**config.mk**
```make
export PLATFORM = sky130hd
export DESIGN_NAME = cpu_flag_reg
export DESIGN_NICKNAME = d
export VERILOG_FILES = /design/src/rtl/cpu_flag_reg.sv
export SDC_FILE = /design/constraint.sdc
export NUM_CORES = 1
export LEC_CHECK = 0
export ABC_AREA = 1
export ABC_CLOCK_PERIOD_IN_PS = 800
export BUFFER_PORTS_ARGS = -buffer_cell sky130_fd_sc_hd__buf_2
export CORE_MARGIN = 4
export CORE_UTILIZATION = 31
export CTS_BUF_LIST = sky130_fd_sc_hd__clkbuf_16
export DETAILED_ROUTE_END_ITERATION = 16
export GPL_TIMING_DRIVEN = 0
export PLACE_DENSITY = 0.76
export SLEW_MARGIN = 20
export SYNTH_ARGS = -nofsm -noshare
export SYNTH_HDL_FRONTEND = slang
export SYNTH_SLANG_ARGS = --single-unit
```
**constraint.sdc**
```tcl
create_clock -name clk -period 0.8 [get_ports clk]
set_clock_uncertainty 0.05 [all_clocks]
set_input_delay 0.16 -clock clk [delete_from_list [all_inputs] [get_ports clk]]
set_output_delay 0.16 -clock clk [all_outputs]
set_load 0.05 [all_outputs]
```
**src/rtl/cpu_flag_reg.sv**
```systemverilog
module cpu_flag_reg #(
  parameter int VEC_W      = 6,
  parameter int SW_CLR_LIM = 32
) (
  input  logic             clk,
  input  logic             rst_n,
  input  logic [3:0]       alu_we,
  input  logic [3:0]       alu_res,
  input  logic             wr_en,
  input  logic [15:0]      wr_data,
  input  logic             retire,
  input  logic             hw_ack,
  input  logic             sw_int,
  input  logic [VEC_W-1:0] sw_vec,
  output logic [15:0]      flags,
  output logic             bank_sel,
  output logic             stack_sel,
  output logic             int_en,
  output logic             step_req
);
  localparam int BC = 0, BD = 1, BZ = 2, BS = 3, BB = 4, BO = 5, BI = 6, BU = 7;
  localparam logic [VEC_W:0] LIM = SW_CLR_LIM[VEC_W:0];

  logic [7:0] flg, nxt;
  logic       entry, u_clr;

  assign entry = hw_ack | sw_int;
  assign u_clr = hw_ack | (sw_int & ({1'b0, sw_vec} < LIM));

  always_comb begin
    nxt = wr_en ? wr_data[7:0] : flg;
    if (alu_we[0]) nxt[BC] = alu_res[0];
    if (alu_we[1]) nxt[BZ] = alu_res[1];
    if (alu_we[2]) nxt[BS] = alu_res[2];
    if (alu_we[3]) nxt[BO] = alu_res[3];
    if (entry) begin
      nxt[BI] = 1'b0;
      nxt[BD] = 1'b0;
    end
    if (u_clr) nxt[BU] = 1'b0;
  end

  always_ff @(posedge clk) begin
    if (!rst_n) flg <= '0;
    else        flg <= nxt;
  end

  assign flags     = {8'h00, flg};
  assign bank_sel  = flg[BB];
  assign stack_sel = flg[BU];
  assign int_en    = flg[BI];
  assign step_req  = retire & flg[BD] & ~entry;


  hw_entry_clear_chk: assert property (@(posedge clk) disable iff (!rst_n)
    hw_ack |=> (!int_en && !flags[1] && !stack_sel));

  sw_entry_clear_chk: assert property (@(posedge clk) disable iff (!rst_n)
    (sw_int && sw_vec < SW_CLR_LIM[VEC_W-1:0]) |=> (!int_en && !flags[1] && !stack_sel));

  alu_carry_chk: assert property (@(posedge clk) disable iff (!rst_n)
    alu_we[0] |=> (flags[0] == $past(alu_res[0])));

  alu_ovf_entry_chk: assert property (@(posedge clk) disable iff (!rst_n)
    (alu_we[3] && entry) |=> (flags[5] == $past(alu_res[3])));

  hold_chk: assert property (@(posedge clk) disable iff (!rst_n)
    (!wr_en && alu_we == 4'h0 && !entry) |=> $stable(flags));

  step_entry_chk: assert property (@(posedge clk) disable iff (!rst_n)
    entry |-> !step_req);
endmodule

```
==> out/metrics.csv <==
stage,metric,value,unit
run_status,outcome,"complete, but fails checks",
run_status,failing checks,setup timing,
sta,final setup fails,12,
sta,final worst setup slack,-0.295,ns
place,number of placed instances with taps included,132,
routing,WL met3,165,um
place,routability cong.,0.707,
clocking,clock sinks,8,
logic_synthesis,Synth Register Bits,8,
clocking,clock-pin slew on the worst setup and hold paths,0.04,ns
clocking,H-tree depth,1,
sta,Hold Slack,0.105,ns
routing,Avg WL per Cell,10.1,um
min_path,class of the worst hold path,input port to register,
clocking,cts bufs inserted,3,
place,input/output buffers,34,
routing,highest routed layer,met4,
setup_path,crit path launch type,register,
setup_path,WP buf/inv,1,
job,max-cap viol count,0,
finish,number of flip-flops in the largest register,8,
routing,Vias/cell,4.01,
setup_path,cell-by-cell trace of the critical path,and3_4 > buf_8,
sta,setup TNS,-2.19,ns
finish,Ant. Diodes,0,
global_route,GR Overflow Total,0,
logic_synthesis,Synth area leaders,"dfxtp_1, buf_4, nand2_1",
min_path,hold wc startpoint,wr_data[4],
sta,max-slew violations,0,
finish,largest registers,flg: 8 flops,
place,post-detail-place hpwl,1020,um
logic_synthesis,Unique masters post-synth,11,
power_and_ir_drop,pwr dens,1800,nW/um^2
sta,fin crit share,137,%
routing,Via Count,546,
setup_path,Critical Path Sink Type,output port,
finish,FILL cells,110,
floorplanning,core area,1370,um^2
finish,area grow syn2layout,100,%
place,placed cell area,749,um^2
routing,WL met2,702,um
clocking,CTS tree,yes,
finish,fin cells,136,
sta,achievable frequency,913,MHz
routing,DRT Pass-1 Iters,3,
logic_synthesis,post-synthesis cell count,76,
global_route,vias in the first global route,541,
routing,WL met1,500,um
setup_path,Crit Path Class,register to output port,
floorplanning,die width,47.2,um
setup_path,reg2reg start,flg[1],
floorplanning,Initial Utilization,34.9,%
global_route,first-pass GRT wire length,2140,um
finish,Final Cell Area,955,um^2
power_and_ir_drop,Max VDD drop,1080,uV
logic_synthesis,Yosys top cell area share,33.6,%
logic_synthesis,YS warnings,0,
logic_synthesis,sequential share of the synthesized area,33.6,%
logic_synthesis,Synth Cell Area,477,um^2
logic_synthesis,cell taking the most area after synthesis,dfxtp_1,
clocking,CTS Buffer Depth,2,
finish,FF+latch area,190,um^2
setup_path,WP data arrival,0.89,ns
setup_path,"critical path fanouts, max",2,
finish,multi-input logic area,208,um^2
routing,Routed Antenna Nets,0,
finish,utilization after layout,69.9,%
clocking,clock latency on the worst-skew pair,0.23,ns
setup_path,"delay-heaviest family, CP",flip-flops,
floorplanning,IO Count,56,
floorplanning,Rows,13,
finish,Top reg by flops,flg,
logic_synthesis,Syn Area/Cell,6.27,um^2
setup_path,CP required,0.59,ns
finish,layout cells sized above 1,50.4,%
routing,number of remaining DRC errors,0,
floorplanning,full die area,2230,um^2
sta,final hold violations,0,
sta,fin crit period,1.10,ns
power_and_ir_drop,Leak,0.524,nW
global_route,antenna violations before repair,0,
global_route,largest net degree at the start of global routing,11,
sta,RSZ-0062 raised after global routing,true,
setup_path,worst setup path startpoint,flg[1],
global_route,Global Route Usage Sum,14.0,%
setup_path,crit-path max cell delay,0.33,ns
setup_path,Crit-path slowest cell,dfxtp_4,
clocking,CTS root buf,clkbuf_16,
floorplanning,Die H,47.2,um
finish,Nets,159,
routing,1st-iter DRT viols,1,
routing,Total Wirelength,1370,um
==> timing repair <==
item                       CTS  global route
pin swaps                    1             3
setup endpoints to repair   12            13
setup buffers                1             0
hold buffers                 0             0
resized for setup           33             5
==> metal layers <==
metal	global-route usage, %	vias up
met3	5.36	2
met4	6.63	0
met2	25.7	28
li1	-	295
met1	13.6	221
met5	0	-
==> synthesized netlist by cell type, drive strengths merged <==
library cell and n:
buf 12, nand2 17, a21oi 2, nand3 1, inv 13, nor2 16, o21ai 5, conb 1
dfxtp 8, and3 1
==> worst paths after layout <==
check	to	slack (ns)	depth (start not counted)
max	step_req	-0.30	2
min	flg[4]	0.10	3
max reg2reg	flg[1]	0.05	3
min reg2reg	flg[6]	0.47	2
==> where the power goes <==
part / internal (mW) / switching (mW) / leakage, nW
clock network: 0.643 / 0.178 / 0.0370
registers: 0.413 / 0.0244 / 0.0712
logic: 0.189 / 0.274 / 0.416
==> layout by cell type, fill, tap and decap left out, drive strengths merged <==
cell type	Yosys	routed
nand2	17	17
and3	1	1
nor2	16	16
buf	12	47
dfxtp	8	8
inv	13	13
conb	1	8
nand3	1	1
o21ai	5	5
clkbuf	0	3
a21oi	2	2
==> kinds of logic (layout without fill, tap and decap cells) <==
kind of cell | Yosys count | in the layout | synth area share [%]
AOI/OAI and AO/OA | 7 | 7 | 7.35
buffers and inverters | 25 | 63 | 29.9
DFF | 8 | 8 | 33.6
other | 1 | 8 | 0.787
and+or+nand+nor | 35 | 35 | 28.3
==> through the flow <==
stage	power, mW	setup slack, ns
finish	1.72	-0.295
global placement	0.824	-0.235
CTS	1.73	-0.297
floorplan	0.734	-0.137
global route	1.80	-0.309
detailed placement	0.830	-0.280
==> area by class of cell <==
cell class | count | share of cell area [%]
flip-flops and latches | 8 | 19.9
plain buffers | 12 | 12.2
clock buffers | 3 | 7.86
inverters | 13 | 5.11
repair buffers | 35 | 31.2
well taps | 15 | 1.97
multi-input cells | 50 | 21.8
==> worst min-delay path: stages <==
cell and delay (ns):
buf_2 0.07, nor2_1 0.03, nor2_1 0.08
No activity file was read; power rests on OpenSTA's default activity.
